<file path="src/rtl/pad_cfg_pkg.sv">
package pad_cfg_pkg;

    // Register offsets (byte addresses); drive registers come first
    localparam int unsigned REG_BASE  = 32'h500;
    localparam int unsigned REG_STEP  = 4;
    localparam int unsigned NUM_REGS  = 8;
    localparam int unsigned NUM_DRV   = 3;
    localparam int unsigned NUM_ATTR  = NUM_REGS - NUM_DRV;

    // Register index within the bank
    localparam int unsigned IDX_DRV2  = 0;
    localparam int unsigned IDX_DRV4  = 1;
    localparam int unsigned IDX_DRV8  = 2;
    localparam int unsigned IDX_OD    = 3;
    localparam int unsigned IDX_PU    = 4;
    localparam int unsigned IDX_PD    = 5;
    localparam int unsigned IDX_SLEW  = 6;
    localparam int unsigned IDX_DEN   = 7;

    typedef enum logic [1:0] {
        DRV_2MA = 2'b00,
        DRV_4MA = 2'b01,
        DRV_8MA = 2'b10
    } drv_code_e;

endpackage

</file>
<file path="src/rtl/pad_attr_reg.sv">
module pad_attr_reg #(
    parameter int unsigned     NPINS   = 8,
    parameter logic [NPINS-1:0] RST_VAL = '0
) (
    input  logic             clk,
    input  logic             rst_n,
    input  logic             we,
    input  logic [NPINS-1:0] wdata,
    output logic [NPINS-1:0] value
);

    typedef struct packed {
        logic [NPINS-1:0] bits;
    } attr_state_t;

    attr_state_t state_d, state_q;

    always_comb begin
        state_d = state_q;
        if (we) begin
            state_d.bits = wdata;
        end
    end

    always_ff @(posedge clk or negedge rst_n) begin
        if (!rst_n) begin
            state_q.bits <= RST_VAL;
        end else begin
            state_q <= state_d;
        end
    end

    assign value = state_q.bits;

    // Without a write the register keeps its contents
    assert_attr_hold_R6: assert property (@(posedge clk) disable iff (!rst_n)
        !we |=> $stable(value));

    // A write lands on the next cycle
    assert_attr_load_R8: assert property (@(posedge clk) disable iff (!rst_n)
        we |=> value == $past(wdata));

endmodule

</file>
<file path="src/rtl/pad_drive_sel.sv">
module pad_drive_sel
    import pad_cfg_pkg::*;
#(
    parameter int unsigned NPINS = 8
) (
    input  logic               clk,
    input  logic               rst_n,
    input  logic [NPINS-1:0]   set_2ma,
    input  logic [NPINS-1:0]   set_4ma,
    input  logic [NPINS-1:0]   set_8ma,
    output logic [NPINS-1:0]   sel_2ma,
    output logic [NPINS-1:0]   sel_4ma,
    output logic [NPINS-1:0]   sel_8ma,
    output logic [2*NPINS-1:0] drv_code
);

    typedef struct packed {
        logic [NPINS-1:0] s2;
        logic [NPINS-1:0] s4;
        logic [NPINS-1:0] s8;
    } drv_state_t;

    drv_state_t state_d, state_q;

    // Setting a strength claims the pin; zeros change nothing
    always_comb begin
        state_d    = state_q;
        state_d.s2 = (state_q.s2 | set_2ma) & ~(set_4ma | set_8ma);
        state_d.s4 = (state_q.s4 | set_4ma) & ~(set_2ma | set_8ma);
        state_d.s8 = (state_q.s8 | set_8ma) & ~(set_2ma | set_4ma);
    end

    always_ff @(posedge clk or negedge rst_n) begin
        if (!rst_n) begin
            state_q.s2 <= '1;
            state_q.s4 <= '0;
            state_q.s8 <= '0;
        end else begin
            state_q <= state_d;
        end
    end

    assign sel_2ma = state_q.s2;
    assign sel_4ma = state_q.s4;
    assign sel_8ma = state_q.s8;

    for (genvar i = 0; i < NPINS; i++) begin : g_pin
        drv_code_e code;
        always_comb begin
            if (state_q.s8[i]) begin
                code = DRV_8MA;
            end else if (state_q.s4[i]) begin
                code = DRV_4MA;
            end else begin
                code = DRV_2MA;
            end
        end
        assign drv_code[2*i +: 2] = code;

        // Exactly one strength per pin
        assert_drv_onehot_R7: assert property (@(posedge clk) disable iff (!rst_n)
            $onehot({sel_2ma[i], sel_4ma[i], sel_8ma[i]}));

        assert_drv_code_legal_R7: assert property (@(posedge clk) disable iff (!rst_n)
            drv_code[2*i +: 2] != 2'b11);

        // No set bit for this pin: its strength is untouched
        assert_drv_zero_noop_R4: assert property (@(posedge clk) disable iff (!rst_n)
            !(set_2ma[i] | set_4ma[i] | set_8ma[i])
                |=> $stable({sel_2ma[i], sel_4ma[i], sel_8ma[i]}));

        // Setting a strength clears the other two
        assert_drv_set4_R3: assert property (@(posedge clk) disable iff (!rst_n)
            set_4ma[i] |=> (sel_4ma[i] && !sel_2ma[i] && !sel_8ma[i]));

        assert_drv_set8_R3: assert property (@(posedge clk) disable iff (!rst_n)
            set_8ma[i] |=> (sel_8ma[i] && !sel_2ma[i] && !sel_4ma[i]));

        assert_drv_set2_R3: assert property (@(posedge clk) disable iff (!rst_n)
            set_2ma[i] |=> (sel_2ma[i] && drv_code[2*i +: 2] == 2'b00));
    end

endmodule

</file>
<file path="src/rtl/pad_cfg_bank.sv">
module pad_cfg_bank
    import pad_cfg_pkg::*;
#(
    parameter int unsigned NPINS  = 8,
    parameter int unsigned ADDR_W = 12,
    parameter int unsigned DATA_W = 32
) (
    input  logic               clk,
    input  logic               rst_n,
    input  logic               bus_valid,
    input  logic               bus_write,
    input  logic [ADDR_W-1:0]  bus_addr,
    input  logic [DATA_W-1:0]  bus_wdata,
    output logic [DATA_W-1:0]  bus_rdata,
    output logic [2*NPINS-1:0] pad_drive,
    output logic [NPINS-1:0]   pad_open_drain,
    output logic [NPINS-1:0]   pad_pull_up,
    output logic [NPINS-1:0]   pad_pull_down,
    output logic [NPINS-1:0]   pad_slew_ctl,
    output logic [NPINS-1:0]   pad_dig_en
);

    typedef struct packed {
        logic [DATA_W-1:0] rdata;
    } rd_state_t;

    rd_state_t        state_d, state_q;
    logic [NUM_REGS-1:0] hit;
    logic             wr_en;
    logic             rd_en;
    logic [NPINS-1:0] wbits;
    logic [NPINS-1:0] reg_val [NUM_REGS];
    logic [DATA_W-1:0] rd_mux;
    logic             unused_wdata_hi;

    assign wr_en = bus_valid &  bus_write;
    assign rd_en = bus_valid & ~bus_write;
    assign wbits = bus_wdata[NPINS-1:0];
    assign unused_wdata_hi = ^bus_wdata[DATA_W-1:NPINS];

    // Full-address compare per register
    for (genvar k = 0; k < NUM_REGS; k++) begin : g_dec
        localparam logic [ADDR_W-1:0] OFS = ADDR_W'(REG_BASE + REG_STEP * k);
        assign hit[k] = (bus_addr == OFS);
    end

    pad_drive_sel #(
        .NPINS (NPINS)
    ) u_drv (
        .clk      (clk),
        .rst_n    (rst_n),
        .set_2ma  (wbits & {NPINS{wr_en & hit[IDX_DRV2]}}),
        .set_4ma  (wbits & {NPINS{wr_en & hit[IDX_DRV4]}}),
        .set_8ma  (wbits & {NPINS{wr_en & hit[IDX_DRV8]}}),
        .sel_2ma  (reg_val[IDX_DRV2]),
        .sel_4ma  (reg_val[IDX_DRV4]),
        .sel_8ma  (reg_val[IDX_DRV8]),
        .drv_code (pad_drive)
    );

    for (genvar a = NUM_DRV; a < NUM_REGS; a++) begin : g_attr
        pad_attr_reg #(
            .NPINS   (NPINS),
            .RST_VAL ('0)
        ) u_attr (
            .clk   (clk),
            .rst_n (rst_n),
            .we    (wr_en & hit[a]),
            .wdata (wbits),
            .value (reg_val[a])
        );
    end

    assign pad_open_drain = reg_val[IDX_OD];
    assign pad_pull_up    = reg_val[IDX_PU];
    assign pad_pull_down  = reg_val[IDX_PD];
    assign pad_slew_ctl   = reg_val[IDX_SLEW];
    assign pad_dig_en     = reg_val[IDX_DEN];

    always_comb begin
        rd_mux = '0;
        for (int k = 0; k < NUM_REGS; k++) begin
            if (hit[k]) begin
                rd_mux[NPINS-1:0] = reg_val[k];
            end
        end
    end

    always_comb begin
        state_d = state_q;
        if (rd_en) begin
            state_d.rdata = rd_mux;
        end
    end

    always_ff @(posedge clk or negedge rst_n) begin
        if (!rst_n) begin
            state_q.rdata <= '0;
        end else begin
            state_q <= state_d;
        end
    end

    assign bus_rdata = state_q.rdata;

    // Unmapped reads return zero
    assert_unmapped_read_zero_R9: assert property (@(posedge clk) disable iff (!rst_n)
        (rd_en && hit == '0) |=> bus_rdata == '0);

    // Upper read bits are always zero
    assert_rdata_upper_zero_R2: assert property (@(posedge clk) disable iff (!rst_n)
        bus_rdata[DATA_W-1:NPINS] == '0);

    // Read data holds between accepted reads
    assert_rdata_hold_R10: assert property (@(posedge clk) disable iff (!rst_n)
        !rd_en |=> $stable(bus_rdata));

    // The three drive registers together cover every pin
    assert_drive_cover_R7: assert property (@(posedge clk) disable iff (!rst_n)
        (reg_val[IDX_DRV2] | reg_val[IDX_DRV4] | reg_val[IDX_DRV8]) == '1);

endmodule

</file>
<file path="config.mk">
export PLATFORM = sky130hd
export DESIGN_NAME = pad_cfg_bank
export DESIGN_NICKNAME = d
export VERILOG_FILES = /design/src/rtl/pad_cfg_pkg.sv /design/src/rtl/pad_attr_reg.sv /design/src/rtl/pad_drive_sel.sv /design/src/rtl/pad_cfg_bank.sv
export SDC_FILE = /design/constraint.sdc
export NUM_CORES = 1
export LEC_CHECK = 0
export BUFFER_PORTS_ARGS = -buffer_cell sky130_fd_sc_hd__buf_4
export CAP_MARGIN = 20
export CORE_MARGIN = 3
export CORE_UTILIZATION = 51
export DETAILED_ROUTE_END_ITERATION = 12
export GPL_TIMING_DRIVEN = 0
export PLACE_DENSITY = 0.81
export SLEW_MARGIN = 40
export SYNTH_ARGS = -nofsm -noshare
export SYNTH_HDL_FRONTEND = slang
export SYNTH_HIERARCHICAL = 1
export SYNTH_SLANG_ARGS = --single-unit
</file>
<file path="constraint.sdc">
create_clock -name clk -period 1.1 [get_ports clk]
set_input_delay 0.22 -clock clk [delete_from_list [all_inputs] [get_ports clk]]
set_output_delay 0.22 -clock clk [all_outputs]
set_load 0.02 [all_outputs]
</file>
==> Word-level counts from Yosys, hierarchy flattened <==
Cells that the tools add are included.
{ "word_totals": {"register_bits": 72, "out_inout_bits": 88, "word_cells": 67, "inputBits": 48} }
{ "classes": {"muxes": 24, "bitwise": 26, "eq_ne": 8} }
{ "op_table": {"columns": ["op", "count"], "rows": [
  ["12-bit by 11-bit == test with 1-bit output, second input constant", 8],
  ["8-bit two-way mux", 8],
  ["8-bit AND", 6],
  ["8-bit bitwise OR", 6],
  ["8-bit NOT", 3],
  ["2-bit two-way mux", 8],
  ["1-bit AND", 10],
  ["1-bit two-way mux", 8],
  ["1-bit NOT", 1]
]} }

==> Longest topological paths before layout <==
Gate-level depths: netlist (run 1).
{ "depth": {"ltp_word": 9, "depth_mapped": 7, "ltp_nobuf": 6} }

==> Cells and area by module <==
The synthesis (run 1) kept the hierarchy.
{ "by_module_without_submodules": {"columns": ["module", "cells_per_inst", "n_inst", "area_per_inst_um2", "seq_area_each_um2"], "rows": [
  ["pad_attr_reg", 17, 5, 331.6, 200.2],
  ["pad_cfg_bank", 212, 1, 1512.7, 200.2],
  ["pad_drive_sel", 88, 1, 930.9, 610.6]
]} }

==> Least setup slack after synthesis (run 1) <==
No wires, ideal clock.
{ "synth_path": {"kind": "input to register", "start": "input port bus_addr[7]", "end": "register g_attr[6].u_attr.state_q (netlist bit g_attr[6].u_attr/value[0])", "stages": 7, "n_path_buf": 2, "setup_ns": 0.125, "t_required_ns": 0.975, "arrival_time_ns": 1.659, "slack_ns": -0.684, "path_cell_list": "nor4_4 > and4_1 > buf_2 > nand3_1 > nor2_1 > buf_6 > mux2_4"} }
{ "synth_via": {"elab_chain_len": 2} }
{ "synth_lines": {"columns": ["element", "line_no", "text"], "rows": [
  ["from (decl)", "pad_cfg_bank.sv:12", "input logic [ADDR_W-1:0] bus_addr,"],
  ["12-bit by 11-bit == test with 1-bit output", "pad_cfg_bank.sv:44", "assign hit[k] = (bus_addr == OFS);"],
  ["1-bit AND", "pad_cfg_bank.sv:68", ".we (wr_en & hit[a]),"],
  ["to (signal assigned)", "pad_attr_reg.sv:29", "state_q <= state_d;"],
  ["to (decl)", "pad_attr_reg.sv:16", "attr_state_t state_d, state_q;"]
]} }
No other way between the ends.
A chain may end at the register's enable or synchronous reset.

==> Final worst setup path (run 1) <==
{ "layout_path": {"start": "input port bus_addr[0]", "end": "register g_attr[6].u_attr.state_q (netlist bit g_attr[6].u_attr/value[5])"} }
Same word-level chain as after synthesis.

==> impl_metrics.json, run 1 <==
{
  "std_cell_rows": 32,
  "start_util": 0.5280,
  "critPathTopFamily": "simple AND/OR/NAND/NOR gates",
  "r2r_cells": 5,
  "final_common_cell": "buf_4",
  "first_pass_iters": 5,
  "fmax_mhz": 652.0,
  "synth_edf_count": 0,
  "outcome": "finished, violations left",
  "setup_ws_ns": -0.4338,
  "core_mm2": 0.007767,
  "wl_mm": 13.64,
  "max-cap-violations": 0,
  "syn_avg_cell_area_um2": 10.65,
  "seqPwrFrac": 0.499,
  "worst_path_most_repeated_cell": "buf_6",
  "worstSetupEndpointType": "flip-flop",
  "fin_nets": 629,
  "power_density_mw_per_mm2": 829.2,
  "synth_top_area_cell": "dfrtp_1",
  "ioPinCount": 136,
  "critPathMaxStageDelay_ns": 0.33,
  "worstSetupPathDepth": 8,
  "rsz0062_at_grt": "yes",
  "clkLatencyLatePin_ns": 0.35,
  "failed_checks": "setup timing",
  "power_frac_comb": 0.153,
  "synthTopCellsByArea": "dfrtp_1, mux2_4, buf_4",
  "final_util": 0.8468,
  "via_count": 3794,
  "wl_per_cell_um": 19.86,
  "max_slew.worst_pin.slew_ns": 0.6645,
  "hold_viol_final": 0,
  "p_switching_mw": 1.496,
  "overflow": 0,
  "setup_viol": 119,
  "first_global_vias": 3545,
  "synthesis.area_mm2": 0.004101,
  "route.detailed.drc": 0,
  "nFillCells": 380,
  "via_per_inst": 5.523,
  "async_flop_share": 1.000,
  "netSwitchingFraction": 0.2743,
  "insertedDiodeCount": 0,
  "skew_ns": 0.003313,
  "layout_common_cells": "buf_4, buf_6, dfrtp_1",
  "hp-class": "in2reg",
  "p_leak_nw": 3.220,
  "crit_slowest_cell": "nor4_4",
  "p_int_mw": 3.958,
  "path_buf_inv": 3,
  "io_buffers": 86,
  "syn_to_final_growth_pct": 60.37,
  "yosys_warnings": 6,
  "p_clk_frac": 0.349,
  "period_needed_ns": 1.534,
  "arrival_ns": 1.77,
  "die_x_um": 95.68,
  "root_buffer": "clkbuf_8",
  "die_h_um": 95.68,
  "critPathRequiredTime_ns": 1.33,
  "min_path_cells": 2,
  "crit_chain": "buf_6, nor4_4, and4_1, buf_6, nand3_4, nor2_2, buf_6, mux2_4",
  "dieArea_mm2": 0.009154,
  "place.gp.congestion": 0.8510,
  "setup.worst_path.class": "in2reg",
  "synthDistinctLibCells": 36,
  "drive_gt1_frac": 0.6530,
  "worstHoldStart": "bus_wdata[1]",
  "regToRegStartpoint": "u_drv/sel_4ma[1]",
  "synth_seq_area_share": 0.4417,
  "clk_pin_slew_worst_paths_ns": 0.08,
  "critPathMaxFanout": 8,
  "crit_path_start": "bus_addr[0]",
  "drt_iter0_drc": 178,
  "fin_crit_sh": 1.394,
  "tns_ns": -28.08,
  "peakVddDrop_mv": 0.6840,
  "cts_tree": "yes",
  "cts_made_buffers": 9,
  "grt_max_degree": 73,
  "relSlewSlack": 0.5570,
  "dp_hpwl_mm": 7.341,
  "synth_top_area_frac": 0.3905,
  "drtAntennaViolNets": 0,
  "synth-seq-cells": 72,
  "syn_inst": 385,
  "drv_slew": 0,
  "antenna_found_initial": 0,
  "grt_pass1_wl_mm": 18.22,
  "clock-sinks": 72,
  "worstSetupStartpointType": "primary input",
  "synth-main-ff-cell": "dfrtp_1",
  "htreeDepth": 3,
  "grt_use_total": 0.2618,
  "cts_buffer_depth": 2
}
[final timing paths]
kind / endpoint / slack (ns)
max in group asynchronous: u_drv/sel_8ma[1] / 0.18
worst max-delay path: g_attr[6].u_attr/value[5] / -0.43
worst max register to register: bus_rdata[1] / -0.25
min in group asynchronous: u_drv/sel_4ma[5] / 0.42
worst min register to register: u_drv/sel_2ma[4] / 0.51
worst min-delay path: g_attr[4].u_attr/value[1] / 0.18
[metal layers]
metal,vias up,GRT usage,routed length (µm)
li1,1669,-,-
met1,1904,0.3563,5246
met2,187,0.4314,7154
met3,34,0.04025,909
met4,0,0.07820,333
met5,-,0,0
[per-stage QoR]
stage               cells  instance area, µm²  total power [mW]  worst slack [ns]  hold WS, ns
finish                687                6578             5.454           -0.4338       0.1819
global route          687                6578             5.640           -0.4601       0.1841
CTS                   674                6113             5.325           -0.4122       0.1698
detailed placement    596                5137             3.444            -1.062       0.2714
global placement      596                5134             3.429           -0.9357       0.3933
floorplan             408                4360             3.164           -0.6168     -0.07559
[cells in the mapped netlist (all sizes together), types with 2 or more instances]
cell	instances
mux2	40
or2	3
o21ai	8
nor4	5
nand3	2
nor2	45
a21oi	24
clkbuf	6
inv	10
dfstp	8
o221ai	7
buf	46
and2	31
o211ai	8
o31ai	8
nand2	2
nand2b	19
mux2i	7
nor3	24
dfrtp	64
nor2b	9
[logic make-up (layout without fill, tap and decap cells)]
| family | after synthesis | in the layout | synth area share |
|---|---|---|---|
| AND/OR/NAND/NOR | 146 | 146 | 0.2071 |
| flip-flops | 72 | 72 | 0.4417 |
| buffers and inverters | 62 | 239 | 0.09914 |
| AO/OA/AOI/OAI | 57 | 57 | 0.08756 |
| multiplexers | 47 | 47 | 0.1635 |
| other | 1 | 24 | 0.0009143 |
[area by class of cell]
| type | instances | area (µm²) | area share |
|---|---|---|---|
| repair buffers | 164 | 1562 | 0.2374 |
| plain buffers | 50 | 415.4 | 0.06315 |
| well taps | 102 | 127.6 | 0.01940 |
| clock buffers | 12 | 155.1 | 0.02359 |
| flip-flops and latches | 72 | 1818 | 0.2764 |
| multi-input cells | 274 | 2445 | 0.3717 |
| clock inverters | 3 | 17.52 | 0.002663 |
| inverters | 10 | 37.54 | 0.005707 |
[repair_timing]
item / 4_1_cts / 5_1_grt
resized for setup: 92 / 84
endpoints found under the hold margin: 64 / 0
pin swaps: 35 / 41
buffers inserted: 62 / 16
setup endpoints to repair: 135 / 136
hold buffers: 1 / 0
[power groups by stage]
| stage | logic (mW) | clock network (mW) | registers (mW) |
|---|---|---|---|
| 6_report | 0.832 | 1.90 | 2.72 |
| 4_1_cts | 0.721 | 1.89 | 2.72 |
| 3_3_place_gp | 0.668 | 0 | 2.76 |
| 3_5_place_dp | 0.682 | 0 | 2.76 |
| 2_1_floorplan | 0.361 | 0 | 2.80 |
| 5_1_grt | 0.890 | 2.03 | 2.72 |
[sequential cells by signal (all words and copies together), names as in the netlist]
signal / cells
g_attr.u_attr/value: 40
bus_rdata: 8
u_drv/sel_2ma: 8
u_drv/sel_4ma: 8
u_drv/sel_8ma: 8
(Power assumes the default switching activity.)
==> run 2, diff against run 1 <==
Settings changed: CELL_PAD_IN_SITES_DETAIL_PLACEMENT set to 0, CELL_PAD_IN_SITES_GLOBAL_PLACEMENT set to 1, CORE_ASPECT_RATIO set to 1.4, CORE_UTILIZATION 51 to 39, PLACE_DENSITY 0.81 to unset, PLACE_DENSITY_LB_ADDON set to 0.1.
==> run 2 against run 1 <==
  * The run still ends with setup timing left
  * Setup slack gained 0.032 ns
  * Register-to-register slack gained 0.13 ns
  * Via count fell by 9.6%
  * Fmax grew 2.1%
  * Flip-flop and latch count did not move
  * Non-clock buffer count rose by 1
  * Core utilization shrank 20 points
  * Combinational power is 8.3% lower
  * Total power up 12%
  * Critical path depth shrank 1
  * Wire length is 13% lower
  * Largest power group unchanged
==> impl_metrics.json, run 2 (same netlist as run 1, synthesis figures left out) <==
{
  "place.gp.congestion": 0.8004,
  "critPathRequiredTime_ns": 1.32,
  "route.detailed.drc": 0,
  "placedCellCount": 629,
  "crit_chain": "buf_8, nor4_4, and4_4, nand3_4, nor2_2, buf_6, mux2_4",
  "setup.worst_path.class": "in2reg",
  "crit_path_start": "bus_addr[0]",
  "worstSetupEndpointType": "flip-flop",
  "finalPower_mw": 6.105,
  "arrival_ns": 1.72,
  "drv_slew": 0,
  "std_cell_rows": 43,
  "clk_pin_slew_worst_paths_ns": 0.06,
  "worstSetupStartpointType": "primary input",
  "dieArea_mm2": 0.01180,
  "layout_common_cells": "buf_4, buf_6, dfrtp_1",
  "hp-class": "in2reg",
  "root_buffer": "clkbuf_16",
  "first_pass_iters": 4,
  "cts_made_buffers": 9,
  "max_slew.worst_pin.slew_ns": 0.5778,
  "fin_nets": 630,
  "fin_crit_sh": 1.365,
  "power_density_mw_per_mm2": 936.2,
  "fmax_mhz": 665.9,
  "syn_to_final_growth_pct": 59.00,
  "cts_buffer_depth": 2,
  "first_global_vias": 3526,
  "cts_tree": "yes",
  "multiInputGateArea_mm2": 0.002298,
  "overflow": 0,
  "largest_register_ffs": 40,
  "reg2reg_slack_ns": -0.12,
  "grt_use_total": 0.2025,
  "holdWs_ns": 0.2022,
  "p_leak_nw": 3.223,
  "hold_viol_final": 0,
  "insertedDiodeCount": 0,
  "regToRegStartpoint": "u_drv/sel_8ma[4]",
  "via_count": 3431,
  "max-cap-violations": 0,
  "antenna_found_initial": 0,
  "io_buffers": 86,
  "final_area_mm2": 0.006521,
  "drive_gt1_frac": 0.6263,
  "grt_pass1_wl_mm": 18.53,
  "die_x_um": 92.67,
  "grt_max_degree": 73,
  "failed_checks": "setup timing",
  "drtAntennaViolNets": 0,
  "core_mm2": 0.01006,
  "setup_viol": 93,
  "final_common_cell": "buf_4",
  "wl_mm": 11.86,
  "outcome": "finished, violations left",
  "r2r_end": "bus_rdata[4]",
  "critPathMaxStageDelay_ns": 0.37,
  "crit_slowest_cell": "nor4_4",
  "relSlewSlack": 0.6148,
  "placed_cell_area_mm2": 0.005179,
  "crit_end": "g_attr[5].u_attr/value[1]",
  "peakVddDrop_mv": 0.7357,
  "htreeDepth": 3,
  "ioPinCount": 136,
  "setup_ws_ns": -0.4018,
  "via_per_inst": 4.759,
  "nFillCells": 789,
  "critPathMaxFanout": 8,
  "dp_hpwl_mm": 8.220,
  "clock-sinks": 72,
  "final_util": 0.6482,
  "stdcell_count": 721,
  "r2r_cells": 5,
  "start_util": 0.4077,
  "tns_ns": -23.30,
  "place_ws_ns": -1.041,
  "skew_ns": 0.004345,
  "ff_latch_area_mm2": 0.001815,
  "die_h_um": 127.3,
  "drt_iter0_drc": 122,
  "rsz0062_at_grt": "yes",
  "wl_per_cell_um": 16.45,
  "clkLatencyLatePin_ns": 0.33,
  "period_needed_ns": 1.502
}
run 2: cell types whose count changed in the layout (fill, tap and decap cells not counted), moves of 5 or more:
cell       before  now
clkbuf_16       0    9
nand2b_1       14   19
buf_6          92   76
o31ai_1         0    8
nand2b_4        5    0
nor2_2         14   20
buf_4         108  122
clkbuf_8       12    2
run 2: repair_timing:
item | 4_1_cts | 5_1_grt
gates resized for setup | 72 | 67
buffers inserted | 57 | 21
endpoints found under the setup margin | 132 | 133
pin swaps | 37 | 17
hold buffers | 1 | 0
hold endpoints to repair | 64 | 0
run 2: how the worst min path moves through the flow:
stage / end / cells after the start / slack [ns] / startpoint
2_1_floorplan: bus_rdata[0] / 0 / -0.08 / rst_n
3_3_place_gp: g_attr[6].u_attr/value[4] / 1 / 0.41 / rst_n
3_5_place_dp: g_attr[6].u_attr/value[4] / 1 / 0.29 / rst_n
4_1_cts: g_attr[5].u_attr/value[6] / 2 / 0.19 / bus_wdata[6]
5_1_grt: g_attr[6].u_attr/value[7] / 2 / 0.20 / bus_wdata[7]
6_report: g_attr[6].u_attr/value[7] / 2 / 0.20 / bus_wdata[7]
run 2: final cells by class:
cell class                      instances  share of cell area
Multi-Input combinational cell        274              0.3525
Sequential cell                        72              0.2784
Timing Repair Buffer                  165              0.2375
Buffer                                 50             0.05967
Clock buffer                            9             0.03454
Tap cell                              135             0.02590
Clock inverter                          6            0.005756
Inverter                               10            0.005756
run 2: layer usage:
metal	up-vias	global-route usage	part of all wire
li1	1664	-	-
met1	1637	0.2571	0.42
met2	110	0.3513	0.52
met3	20	0.03534	0.042
met4	0	0.06212	0.017
met5	-	0	0
run 2: worst max-delay path, delay by kind of cell:
kind / cells / cell delay (ns)
buffers and inverters: 2 / 0.29
multiplexers: 1 / 0.31
AND/OR/NAND/NOR: 4 / 0.89
run 2: where the power goes:
group / internal [mW] / switching (mW) / total, mW
logic: 0.324 / 0.439 / 0.763
registers: 2.69 / 0.0325 / 2.72
clock network: 1.50 / 1.12 / 2.62
==> run 3, diff against run 2 <==
Settings changed: CORE_ASPECT_RATIO 1.4 to 0.7, SYNTH_HIERARCHICAL 1 to unset.
==> run 3 against run 2 <==
  * Final area shrank 2.2%
  * Core utilization fell by 4.4 points
  * First-iteration DRC count grew 15%
  * Largest cell class unchanged
  * Final cell count shrank 3.3%
  * Count of clock-buffer cells in the layout is 2 higher
  * Fmax fell by 9.5%
  * Clock skew is 0.0014 ns higher
  * Sequential power shrank 2%
  * Combinational power decreased by 7.6%
  * The run still ends with setup timing left
  * Synthesized cell count rose by 2.3%
  * Worst hold slack got worse by 0.015 ns
==> impl_metrics.json, run 3 <==
{
  "outcome": "finished, violations left",
  "failed_checks": "setup timing",
  "yosys_warnings": 0,
  "critPathMaxFanout": 8,
  "worstSetupEndpointType": "flip-flop",
  "synth_edf_count": 0,
  "synth_top_area_cell": "dfrtp_1",
  "synth-compound-area-share": 0.1340,
  "async_flop_share": 1.000,
  "setup_viol": 111,
  "antenna_found_initial": 0,
  "start_util": 0.4081,
  "final_area_mm2": 0.006379,
  "std_cell_rows": 31,
  "drv_slew": 0,
  "wl_mm": 12.41,
  "worstSetupStartpointType": "primary input",
  "hp-class": "in2reg",
  "via_count": 3346,
  "io_buffers": 87,
  "period_needed_ns": 1.659,
  "core_mm2": 0.01055,
  "rsz0062_at_grt": "yes",
  "synth_top_family_by_area": "buffers and inverters",
  "hold_viol_final": 0,
  "synth_seq_area_share": 0.4208,
  "power_frac_comb": 0.118,
  "setup_ws_ns": -0.5589,
  "reg2reg_slack_ns": -0.29,
  "fin_nets": 592,
  "finalPower_mw": 5.960,
  "p_leak_nw": 3.208,
  "peakVddDrop_mv": 0.6594,
  "die_h_um": 93.91,
  "drtAntennaViolNets": 0,
  "skew_ns": 0.005739,
  "final_common_cell": "buf_4",
  "synth_xor_area_frac": 0,
  "synth_common_cells": "buf_4, dfrtp_1, a21oi_1, mux2_2, clkbuf_1",
  "syn_to_final_growth_pct": 48.15,
  "synth_top_area_frac": 0.3720,
  "first_pass_iters": 4,
  "fmax_mhz": 602.8,
  "p_switching_mw": 1.525,
  "grt_use_total": 0.2019,
  "crit_end": "g_attr[5].u_attr.value[6]",
  "die_x_um": 131.6,
  "max-cap-violations": 0,
  "grt_pass1_wl_mm": 19.24,
  "netSwitchingFraction": 0.2558,
  "clk_pin_slew_worst_paths_ns": 0.05,
  "synthDistinctLibCells": 46,
  "ioPinCount": 136,
  "cts_tree": "yes",
  "fin_crit_sh": 1.508,
  "synth-main-ff-cell": "dfrtp_1",
  "tns_ns": -37.93,
  "insertedDiodeCount": 0,
  "via_per_inst": 4.801,
  "p_int_mw": 4.436,
  "syn_inst": 394,
  "p_clk_frac": 0.434,
  "arrival_ns": 1.88,
  "place.gp.congestion": 0.8123,
  "synthTopCellsByArea": "dfrtp_1, buf_4, mux2_2",
  "cts_made_buffers": 9,
  "r2r_end": "bus_rdata[3]",
  "crit_path_start": "bus_addr[9]",
  "stdcell_count": 697,
  "wl_per_cell_um": 17.81,
  "dieArea_mm2": 0.01236,
  "synth-seq-cells": 72,
  "regToRegStartpoint": "u_drv.sel_4ma[3]",
  "first_global_vias": 3382,
  "synthSimpleGateAreaFrac": 0.1119,
  "route.detailed.drc": 0,
  "cts_buffer_depth": 2,
  "synth_fa_ha_area_frac": 0,
  "final_util": 0.6046,
  "synthesis.area_mm2": 0.004305,
  "drive_gt1_frac": 0.5956,
  "overflow": 0,
  "place_ws_ns": -1.436,
  "drt_iter0_drc": 140,
  "layout_common_cells": "buf_4, buf_6, dfrtp_1",
  "critPathRequiredTime_ns": 1.32,
  "root_buffer": "clkbuf_16",
  "largest_register_ffs": 40,
  "placed_cell_area_mm2": 0.005288,
  "clock-sinks": 72,
  "placedCellCount": 652,
  "setup.worst_path.class": "in2reg",
  "syn_avg_cell_area_um2": 10.93,
  "max_slew.worst_pin.slew_ns": 0.6526,
  "htreeDepth": 3,
  "r2r_cells": 3,
  "grt_max_degree": 73,
  "synth_most_common_cell": "buf_4",
  "synth_mux_area_frac": 0.1633,
  "clkLatencyLatePin_ns": 0.34,
  "holdWs_ns": 0.1868,
  "power_density_mw_per_mm2": 934.4,
  "seqPwrFrac": 0.448,
  "dp_hpwl_mm": 8.203,
  "relSlewSlack": 0.5649
}
## run 3: power by group through the flow
| stage | logic, mW | clock network, mW | registers, mW |
|---|---|---|---|
| 2_1_floorplan | 0.391 | 0 | 2.71 |
| 6_report | 0.705 | 2.59 | 2.67 |
| 4_1_cts | 0.656 | 2.63 | 2.67 |
| 5_1_grt | 0.763 | 2.76 | 2.67 |
| 3_5_place_dp | 0.629 | 0 | 2.71 |
| 3_3_place_gp | 0.612 | 0 | 2.71 |
## run 3: worst max-delay path, cell delays in order
cell and delay, ns:
buf_6 0.09, or4b_4 0.58, nor3_4 0.17, buf_12 0.16, and3_4 0.20, buf_12 0.15, mux2_4 0.30
## run 3: cell type report
type | count | area (µm²)
plain buffers | 69 | 574.3
inverters | 15 | 56.30
clock buffers | 11 | 232.7
flip-flops and latches | 72 | 1817
repair buffers | 146 | 1401
fillers | 908 | 4172
multi-input cells | 231 | 2087
clock inverters | 5 | 25.02
well taps | 148 | 185.2
## run 3: routing by layer
layer  GRT usage  vias up  wire length, µm
met5           0        -                0
met4     0.05332        0              125
met3     0.05193       13              716
met2      0.3109      101             5721
met1      0.2839     1638             5848
li1            -     1594                -
## run 3: cell families after synthesis
| family | count (synthesis) |
|---|---|
| other | 1 |
| multiplexers | 56 |
| AND/OR/NAND/NOR | 62 |
| buffers and inverters | 114 |
| AO/OA/AOI/OAI | 89 |
| flip-flops | 72 |
## run 3: what timing repair did
item | 4_1_cts | 5_1_grt
endpoints found under the setup margin | 136 | 134
hold buffers | 1 | 0
resized for setup | 119 | 39
pin swaps | 11 | 8
hold endpoints to repair | 64 | 0
setup buffers | 44 | 14
## run 3: worst min path at each step
stage                 startpoint                   endpoint  slack [ns]  cells after the start
finish              bus_wdata[4]           u_drv.sel_2ma[4]        0.19                      3
floorplan                  rst_n               bus_rdata[0]       -0.08                      0
global placement           rst_n  g_attr[3].u_attr.value[1]        0.41                      1
global route        bus_wdata[4]           u_drv.sel_2ma[4]        0.19                      3
detailed placement         rst_n  g_attr[3].u_attr.value[1]        0.28                      1
CTS                 bus_wdata[4]           u_drv.sel_2ma[4]        0.18                      3
